[config.mk]
export PLATFORM = sky130hd
export DESIGN_NAME = icyc_ctrl
export DESIGN_NICKNAME = d
export VERILOG_FILES = /design/src/rtl/icyc_pkg.sv /design/src/rtl/icyc_fsm.sv /design/src/rtl/icyc_regs.sv /design/src/rtl/icyc_memif.sv /design/src/rtl/icyc_ctrl.sv
export SDC_FILE = /design/constraint.sdc
export NUM_CORES = 1
export LEC_CHECK = 0
export BUFFER_PORTS_ARGS = -buffer_cell sky130_fd_sc_hd__buf_2
export CELL_PAD_IN_SITES_DETAIL_PLACEMENT = 0
export CELL_PAD_IN_SITES_GLOBAL_PLACEMENT = 1
export CORE_MARGIN = 2
export CORE_UTILIZATION = 30
export CTS_CLUSTER_DIAMETER = 40
export DETAILED_ROUTE_END_ITERATION = 16
export GPL_TIMING_DRIVEN = 0
export PLACE_DENSITY_LB_ADDON = 0.1
export SLEW_MARGIN = 20
export SYNTH_ARGS = -nofsm -noshare
export SYNTH_HDL_FRONTEND = slang
export SYNTH_HIERARCHICAL = 1
export SYNTH_SLANG_ARGS = --single-unit
[constraint.sdc]
create_clock -name clk -period 2.1 [get_ports clk]
set_input_delay 0.21 -clock clk [delete_from_list [all_inputs] [get_ports clk]]
set_output_delay 0.21 -clock clk [all_outputs]
set_load 0.005 [all_outputs]
[src/rtl/icyc_pkg.sv]
package icyc_pkg;

  localparam int OP_W = 3;

  typedef enum logic [3:0] {
    ST_FETCH_A,
    ST_FETCH_R,
    ST_DECODE,
    ST_IND_R,
    ST_EXEC,
    ST_OPND_R,
    ST_OPND_W,
    ST_CHECK,
    ST_INT_W,
    ST_HALT
  } cyc_state_e;

  typedef enum logic [OP_W-1:0] {
    OP_NOP   = 3'd0,
    OP_LOAD  = 3'd1,
    OP_ADD   = 3'd2,
    OP_STORE = 3'd3,
    OP_JUMP  = 3'd4,
    OP_IEN   = 3'd5,
    OP_IDIS  = 3'd6,
    OP_HALT  = 3'd7
  } opcode_e;

  // register-transfer controls issued by the sequencer each cycle
  typedef struct packed {
    logic mar_from_pc;
    logic mar_from_mbr;
    logic mar_from_save;
    logic mbr_from_mem;
    logic mbr_from_acc;
    logic mbr_from_pc;
    logic ir_load;
    logic pc_inc;
    logic pc_from_mbr;
    logic pc_from_vec;
    logic acc_load;
    logic acc_add;
    logic ie_set;
    logic ie_clr;
  } xfer_t;

  function automatic logic state_uses_mem(cyc_state_e s);
    return (s == ST_FETCH_R) || (s == ST_IND_R) || (s == ST_OPND_R) ||
           (s == ST_OPND_W)  || (s == ST_INT_W);
  endfunction

  function automatic logic state_writes_mem(cyc_state_e s);
    return (s == ST_OPND_W) || (s == ST_INT_W);
  endfunction

endpackage

[src/rtl/icyc_fsm.sv]
module icyc_fsm
  import icyc_pkg::*;
(
  input  logic             clk,
  input  logic             rst_n,
  input  logic             irq,
  input  logic             ie,
  input  logic             mem_ready,
  input  logic             mbr_ind,
  input  logic [OP_W-1:0]  ir_op,
  output cyc_state_e       state,
  output xfer_t            xfer,
  output logic             int_entry,
  output logic             fetch_issue,
  output logic             halted
);

  cyc_state_e nxt;
  opcode_e    op;

  assign op = opcode_e'(ir_op);

  always_ff @(posedge clk) begin
    if (!rst_n) state <= ST_FETCH_A;
    else        state <= nxt;
  end

  always_comb begin
    xfer = '0;
    nxt  = state;
    case (state)
      ST_FETCH_A: begin
        xfer.mar_from_pc = 1'b1;
        xfer.pc_inc      = 1'b1;
        nxt              = ST_FETCH_R;
      end
      ST_FETCH_R: begin
        if (mem_ready) begin
          xfer.mbr_from_mem = 1'b1;
          nxt               = ST_DECODE;
        end
      end
      ST_DECODE: begin
        xfer.ir_load = 1'b1;
        if (mbr_ind) begin
          xfer.mar_from_mbr = 1'b1;
          nxt               = ST_IND_R;
        end else begin
          nxt = ST_EXEC;
        end
      end
      ST_IND_R: begin
        if (mem_ready) begin
          xfer.mbr_from_mem = 1'b1;
          nxt               = ST_EXEC;
        end
      end
      ST_EXEC: begin
        case (op)
          OP_LOAD, OP_ADD: begin
            xfer.mar_from_mbr = 1'b1;
            nxt               = ST_OPND_R;
          end
          OP_STORE: begin
            xfer.mar_from_mbr = 1'b1;
            xfer.mbr_from_acc = 1'b1;
            nxt               = ST_OPND_W;
          end
          OP_JUMP: begin
            xfer.pc_from_mbr = 1'b1;
            nxt              = ST_CHECK;
          end
          OP_IEN: begin
            xfer.ie_set = 1'b1;
            nxt         = ST_CHECK;
          end
          OP_IDIS: begin
            xfer.ie_clr = 1'b1;
            nxt         = ST_CHECK;
          end
          OP_HALT: nxt = ST_HALT;
          default: nxt = ST_CHECK;
        endcase
      end
      ST_OPND_R: begin
        if (mem_ready) begin
          xfer.acc_load = (op == OP_LOAD);
          xfer.acc_add  = (op != OP_LOAD);
          nxt           = ST_CHECK;
        end
      end
      ST_OPND_W: begin
        if (mem_ready) nxt = ST_CHECK;
      end
      ST_CHECK: begin
        if (irq && ie) begin
          xfer.mbr_from_pc   = 1'b1;
          xfer.mar_from_save = 1'b1;
          xfer.ie_clr        = 1'b1;
          nxt                = ST_INT_W;
        end else begin
          nxt = ST_FETCH_A;
        end
      end
      ST_INT_W: begin
        if (mem_ready) begin
          xfer.pc_from_vec = 1'b1;
          nxt              = ST_FETCH_A;
        end
      end
      ST_HALT: nxt = ST_HALT;
      default: nxt = ST_FETCH_A;
    endcase
  end

  assign int_entry   = (state == ST_CHECK) && (nxt == ST_INT_W);
  assign fetch_issue = (state == ST_FETCH_A);
  assign halted      = (state == ST_HALT);

endmodule

[src/rtl/icyc_regs.sv]
module icyc_regs
  import icyc_pkg::*;
#(
  parameter int                DATA_W    = 16,
  parameter int                ADDR_W    = 12,
  parameter logic [ADDR_W-1:0] SAVE_ADDR = 12'h0F0,
  parameter logic [ADDR_W-1:0] VEC_ADDR  = 12'h080,
  parameter logic [ADDR_W-1:0] RESET_PC  = 12'h000
) (
  input  logic              clk,
  input  logic              rst_n,
  input  xfer_t             xfer,
  input  logic [DATA_W-1:0] mem_rdata,
  output logic [ADDR_W-1:0] pc,
  output logic [ADDR_W-1:0] mar,
  output logic [DATA_W-1:0] mbr,
  output logic [OP_W-1:0]   ir_op,
  output logic              mbr_ind,
  output logic [DATA_W-1:0] acc,
  output logic              ie
);

  localparam int IND_BIT = DATA_W - OP_W - 1;
  localparam int PAD_W   = DATA_W - ADDR_W;

  function automatic logic [ADDR_W-1:0] pc_next(input logic [ADDR_W-1:0] p);
    return p + 1'b1;
  endfunction

  function automatic logic [DATA_W-1:0] acc_sum(input logic [DATA_W-1:0] a,
                                                input logic [DATA_W-1:0] b);
    return a + b;
  endfunction

  function automatic logic [ADDR_W-1:0] addr_field(input logic [DATA_W-1:0] w);
    return w[ADDR_W-1:0];
  endfunction

  function automatic logic [DATA_W-1:0] widen_pc(input logic [ADDR_W-1:0] p);
    return {{PAD_W{1'b0}}, p};
  endfunction

  assign mbr_ind = mbr[IND_BIT];

  always_ff @(posedge clk) begin
    if (!rst_n) begin
      pc    <= RESET_PC;
      mar   <= '0;
      mbr   <= '0;
      ir_op <= '0;
      acc   <= '0;
      ie    <= 1'b0;
    end else begin
      if (xfer.mar_from_pc)        mar <= pc;
      else if (xfer.mar_from_mbr)  mar <= addr_field(mbr);
      else if (xfer.mar_from_save) mar <= SAVE_ADDR;

      if (xfer.mbr_from_mem)      mbr <= mem_rdata;
      else if (xfer.mbr_from_acc) mbr <= acc;
      else if (xfer.mbr_from_pc)  mbr <= widen_pc(pc);

      if (xfer.ir_load) ir_op <= mbr[DATA_W-1 -: OP_W];

      if (xfer.pc_inc)           pc <= pc_next(pc);
      else if (xfer.pc_from_mbr) pc <= addr_field(mbr);
      else if (xfer.pc_from_vec) pc <= VEC_ADDR;

      if (xfer.acc_load)     acc <= mem_rdata;
      else if (xfer.acc_add) acc <= acc_sum(acc, mem_rdata);

      if (xfer.ie_set)      ie <= 1'b1;
      else if (xfer.ie_clr) ie <= 1'b0;
    end
  end

endmodule

[src/rtl/icyc_memif.sv]
module icyc_memif
  import icyc_pkg::*;
#(
  parameter int DATA_W = 16,
  parameter int ADDR_W = 12
) (
  input  cyc_state_e        state,
  input  logic [ADDR_W-1:0] mar,
  input  logic [DATA_W-1:0] mbr,
  output logic              mem_req,
  output logic              mem_we,
  output logic [ADDR_W-1:0] mem_addr,
  output logic [DATA_W-1:0] mem_wdata
);

  assign mem_req   = state_uses_mem(state);
  assign mem_we    = state_writes_mem(state);
  assign mem_addr  = mar;
  assign mem_wdata = mbr;

endmodule

[src/rtl/icyc_ctrl.sv]
module icyc_ctrl
  import icyc_pkg::*;
#(
  parameter int                DATA_W    = 16,
  parameter int                ADDR_W    = 12,
  parameter logic [ADDR_W-1:0] SAVE_ADDR = 12'h0F0,
  parameter logic [ADDR_W-1:0] VEC_ADDR  = 12'h080,
  parameter logic [ADDR_W-1:0] RESET_PC  = 12'h000
) (
  input  logic              clk,
  input  logic              rst_n,
  input  logic              irq,
  input  logic [DATA_W-1:0] mem_rdata,
  input  logic              mem_ready,
  output logic              mem_req,
  output logic              mem_we,
  output logic [ADDR_W-1:0] mem_addr,
  output logic [DATA_W-1:0] mem_wdata,
  output logic [DATA_W-1:0] acc_o,
  output logic [ADDR_W-1:0] pc_o,
  output logic              ie_o,
  output logic              halted_o
);

  cyc_state_e        state;
  xfer_t             xfer;
  logic [ADDR_W-1:0] pc;
  logic [ADDR_W-1:0] mar;
  logic [DATA_W-1:0] mbr;
  logic [OP_W-1:0]   ir_op;
  logic              mbr_ind;
  logic [DATA_W-1:0] acc;
  logic              ie;
  logic              int_entry;
  logic              fetch_issue;
  logic              halted;

  icyc_fsm u_fsm (
    .clk         (clk),
    .rst_n       (rst_n),
    .irq         (irq),
    .ie          (ie),
    .mem_ready   (mem_ready),
    .mbr_ind     (mbr_ind),
    .ir_op       (ir_op),
    .state       (state),
    .xfer        (xfer),
    .int_entry   (int_entry),
    .fetch_issue (fetch_issue),
    .halted      (halted)
  );

  icyc_regs #(
    .DATA_W    (DATA_W),
    .ADDR_W    (ADDR_W),
    .SAVE_ADDR (SAVE_ADDR),
    .VEC_ADDR  (VEC_ADDR),
    .RESET_PC  (RESET_PC)
  ) u_regs (
    .clk       (clk),
    .rst_n     (rst_n),
    .xfer      (xfer),
    .mem_rdata (mem_rdata),
    .pc        (pc),
    .mar       (mar),
    .mbr       (mbr),
    .ir_op     (ir_op),
    .mbr_ind   (mbr_ind),
    .acc       (acc),
    .ie        (ie)
  );

  icyc_memif #(
    .DATA_W (DATA_W),
    .ADDR_W (ADDR_W)
  ) u_memif (
    .state     (state),
    .mar       (mar),
    .mbr       (mbr),
    .mem_req   (mem_req),
    .mem_we    (mem_we),
    .mem_addr  (mem_addr),
    .mem_wdata (mem_wdata)
  );

  assign acc_o    = acc;
  assign pc_o     = pc;
  assign ie_o     = ie;
  assign halted_o = halted;

endmodule

# Word-level counts from Yosys, hierarchy flattened

Cells that the tools add are included.

Eq/ne operators: 21
Add/sub/neg operators: 2
Multiplexer cells: 41
Reductions and logical operators: 17

Operators with widths:

| kind                  | count |
|---|---|
| $mux 16               | 5 |
| $mux 12               | 6 |
| $pmux 4 s9            | 1 |
| $mux 4                | 5 |
| $mux 1                | 18 |
| $add 16x16->16        | 1 |
| $eq 4x3->1 const B    | 4 |
| $add 12x1->12 const B | 1 |
| $eq 3x3->1 const B    | 4 |
| $pmux 4 s3            | 1 |
| $reduce_bool 3->1     | 3 |
| $eq 4x2->1 const B    | 2 |
| $eq 4x4->1 const B    | 2 |
| $eq 3x2->1 const B    | 2 |
| $ne 2x2->1 const B    | 3 |
| $reduce_or 2->1       | 3 |
| $logic_or 1x1->1      | 5 |
| $eq 4x1->1 const B    | 1 |
| $logic_not 4->1       | 1 |
| $mux 2                | 2 |
| $pmux 1 s2            | 2 |
| $reduce_and 4->1      | 1 |
| $reduce_bool 2->1     | 2 |
| $eq 3x1->1 const B    | 1 |
| 5 further kinds       | 5 |

Bits of input ports: 20
Word-level logic and storage cells: 88
Output and inout bits: 60
Flip-flop bits (word level): 64

# Depth between registers and ports, before layout

Depth after elaboration: 6
Mapped depth: 11
Mapped depth without buffers: 9

# By module

Netlist, hierarchy kept.

Modules (own cells, without submodules):

| module     | sequential area each (um^2) | times used | area an instance (um^2) | cells an instance |
|---|---|---|---|---|
| icyc_regs  | 1201.2                      | 1          | 3684.8                  | 455 |
| icyc_fsm   | 80.1                        | 1          | 554.3                   | 76 |
| icyc_memif | 0.0                         | 1          | 269.0                   | 35 |

# Least setup slack after synthesis

Ideal clock, no wire load.

Path kind: register to register
From: register u_fsm.state[1]
To: register u_regs.pc[7]
Library setup time: 0.120 ns
Required time: 1.980 ns
Period minus slack after synthesis: 2.182 ns
Arrival: 2.063 ns
Cell stages (with the launch flop): 9
Path slack: -0.082 ns
Path buffers: 1
Cells stage by stage: dfxtp_1 -> clkbuf_8 -> nor4b_4 -> nand2_1 -> nor3_1 -> nor2_1 -> or2_2 -> o211a_1 -> o31a_1

RTL lines:

| what                   | RTL line        | text |
|---|---|---|
| from (decl)            | icyc_fsm.sv:11  | `output cyc_state_e state,` |
| from (signal assigned) | icyc_fsm.sv:25  | `else state <= nxt;` |
| to (signal assigned)   | icyc_regs.sv:64 | `if (xfer.pc_inc) pc <= pc_next(pc);` |
| to (signal assigned)   | icyc_regs.sv:65 | `else if (xfer.pc_from_mbr) pc <= addr_field(mbr);` |
| to (decl)              | icyc_regs.sv:14 | `output logic [ADDR_W-1:0] pc,` |

# Worst setup path in the final report

From: register u_regs.acc[0]
To: register u_regs.acc[12]

Cells in the longest elaborated chain, start to end: 3

RTL lines:

| what                   | RTL line        | text |
|---|---|---|
| from (decl)            | icyc_regs.sv:19 | `output logic [DATA_W-1:0] acc,` |
| from (signal assigned) | icyc_regs.sv:68 | `if (xfer.acc_load) acc <= mem_rdata;` |
| from (signal assigned) | icyc_regs.sv:69 | `else if (xfer.acc_add) acc <= acc_sum(acc, mem_rdata);` |
| $add 16x16->16         | icyc_regs.sv:32 | `return a + b;` |
| $mux 16                | icyc_regs.sv:69 |  |
| $mux 16                | icyc_regs.sv:68 |  |

No other way between the ends. The select of a mux whose other input is x is not followed.
A chain may end at the register's enable or synchronous reset.

==> impl_metrics.tcl <==
set metrics [dict create \
    drt_first_pass_iters 5 \
    first_iter_violations 320 \
    cp.arrival_ps 2320 \
    synthCells 565 \
    dieArea_sq_um 16000 \
    setup_viol 2 \
    syn_avg_cell_area_sq_um 7.97 \
    hold_path.class "primary input to flip-flop" \
    path_class "flip-flop to flip-flop" \
    final_cell_area_sq_um 5870 \
    cts_buffer_depth 2 \
    cts-root-buf "clkbuf_16" \
    cts_tree "yes" \
    nNetsFinal 712 \
    cp_slowest_cell "a221o_1" \
    clkTransAtPathRegs_ps 60 \
    ant_nets 0 \
    placed_cells 828 \
    wl_per_cell_microns 17.1 \
    relSlewSlack_pct 53.2 \
    die-width_microns 126 \
    finalCriticalPeriod_ps 2130 \
    drv_slew 0 \
    synth_warnings 6 \
    ir_drop_v 0.000433 \
    grt_start_max_net_pins 11 \
    ios 80 \
    syn-num-nets 602 \
    coreArea_sq_um 14600 \
    io_buffer_count 79 \
    viasPerCell 5.26 \
    grt_setup_unrepaired "yes" \
    violations "negative setup slack" \
    drv_cap 0 \
    cts_sinks 64 \
    fin_skew_ps 5.80 \
    placed_cell_area_sq_um 5130 \
    wirelength_mm 14.8 \
    n_fill_cell 1497 \
    crit_chain "ha_4 -> fa_2 -> a21o_4 -> a221o_1 -> a221oi_2 -> xor2_1 -> o22ai_1" \
    critPathMaxStageDelay_ps 390 \
    syn2layout_area_growth_pct 30.5 \
    cp_max_fo 3 \
    instances_no_fill 864 \
    crit_required_ps 2300 \
    diodes 0 \
    status "complete, but fails checks" \
    htreeDepth 3 \
    grt_pass1_wl_mm 23.5 \
    num_rows 44 \
    grt_pass1_vias 4306 \
    grt_util_all_layers_pct 18.4 \
    vias 4547 \
    min_period_over_period_pct 101 \
    route.detailed.drc 0 \
    clk_latency_ps 330 \
    place_congestion 0.897 \
    power.density_nw_per_um2 815 \
    grt_overflow_total 0 \
    dieHeight_microns 126 \
    dp_slack_ps -594 \
    final_core_util_pct 40.2 \
    hpwlAfterDp_mm 11.1 \
    synth_area_sq_um 4500 \
    drive_gt1_share_pct 33.5 \
    cts-buffers-inserted 9 \
    p_leak_nw 2.40 \
    cts_hold_buf 0 \
    fin_ws_ps -28.2 \
    end_kind "flip-flop" \
    tightest_slew_ps 702 \
    initial_core_util_pct 30.8 \
    max_freq_mhz 470 \
    antenna_found_initial 0 \
    worstSetupStartpointType "flip-flop" \
    hold_viol_final 0 \
]
worst paths after layout:
| check | startpoint | to | slack, ps | cells after the start |
|---|---|---|---|---|
| hold / removal | mem_rdata[2] | u_regs/acc[2]$_SDFFE_PN0P_ | 180 | 3 |
| setup reg to reg | u_regs/acc[0]$_SDFFE_PN0P_ | u_regs/acc[12]$_SDFFE_PN0P_ | -30 | 7 |
| setup / recovery | u_regs/acc[0]$_SDFFE_PN0P_ | u_regs/acc[12]$_SDFFE_PN0P_ | -30 | 7 |
| hold reg to reg | u_regs/mbr[5]$_SDFFE_PN0P_ | u_regs/pc[5]$_SDFFE_PN0P_ | 530 | 2 |
state kept, by name, indices dropped and copies added (netlist names):
name	cells
u_regs/ie	1
u_regs/pc	12
u_regs/ir_op	3
u_fsm/state	4
u_regs/acc	16
u_regs/mbr	16
u_regs/mar	12
worst max-delay path: cells and delay by family, from the launching register on:
| kind | cells | cell delay (ps) |
|---|---|---|
| flip-flops | 1 | 350 |
| AO/OA/AOI/OAI | 4 | 980 |
| adder cells (fa/ha/maj) | 2 | 500 |
| XOR/XNOR | 1 | 180 |
report_power, final:
part | internal [mW] | switching [mW]
sequential | 1.39 | 0.224
combinational | 0.817 | 0.898
clock | 0.895 | 0.561
total | 3.10 | 1.68
layout make-up:
class,count,area (sq um),area share (%)
plain buffers,60,438,7.46
clock buffers,14,274,4.67
clock inverters,2,12.5,0.213
inverters,11,42.5,0.724
multi-input cells,425,2980,50.7
flip-flops and latches,64,1310,22.3
well taps,184,230,3.92
repair buffers,104,591,10.1
layer usage:
layer	wire length [microns]	vias up	track usage (%)
met1	6690	2132	24.9
li1	-	2249	-
met5	0	-	0
met2	7030	141	30.0
met3	772	25	2.32
met4	290	0	6.92
what timing repair did:
| action | CTS | global route |
|---|---|---|
| buffers inserted | 17 | 8 |
| pin swaps | 14 | 14 |
| resized for setup | 51 | 48 |
| setup endpoints to repair | 56 | 51 |
through the flow:
stage	TNS, ps	total power, mW	hold WS, ps
3_5_place_dp	-15880	3.17	479
2_1_floorplan	0	2.67	349
6_report	-32.3	4.78	180
5_1_grt	-279	5.08	205
3_3_place_gp	-15620	3.17	474
4_1_cts	-116	4.72	167
cells in the final DEF (no fill, tap or decap), types with 9 or more instances in the layout:
cell        n
mux2i_1    32
nand2_1    39
buf_2      80
buf_4      56
a211oi_1   15
dfxtp_1    53
nor3_1     18
ha_1       12
o21ai_0    33
nor3b_1    21
xnor2_1    10
clkbuf_16   9
buf_6       9
clkbuf_1   10
inv_1       9
nor2_1     66
a21oi_1    54
Power figures use the tool's default switching activity.
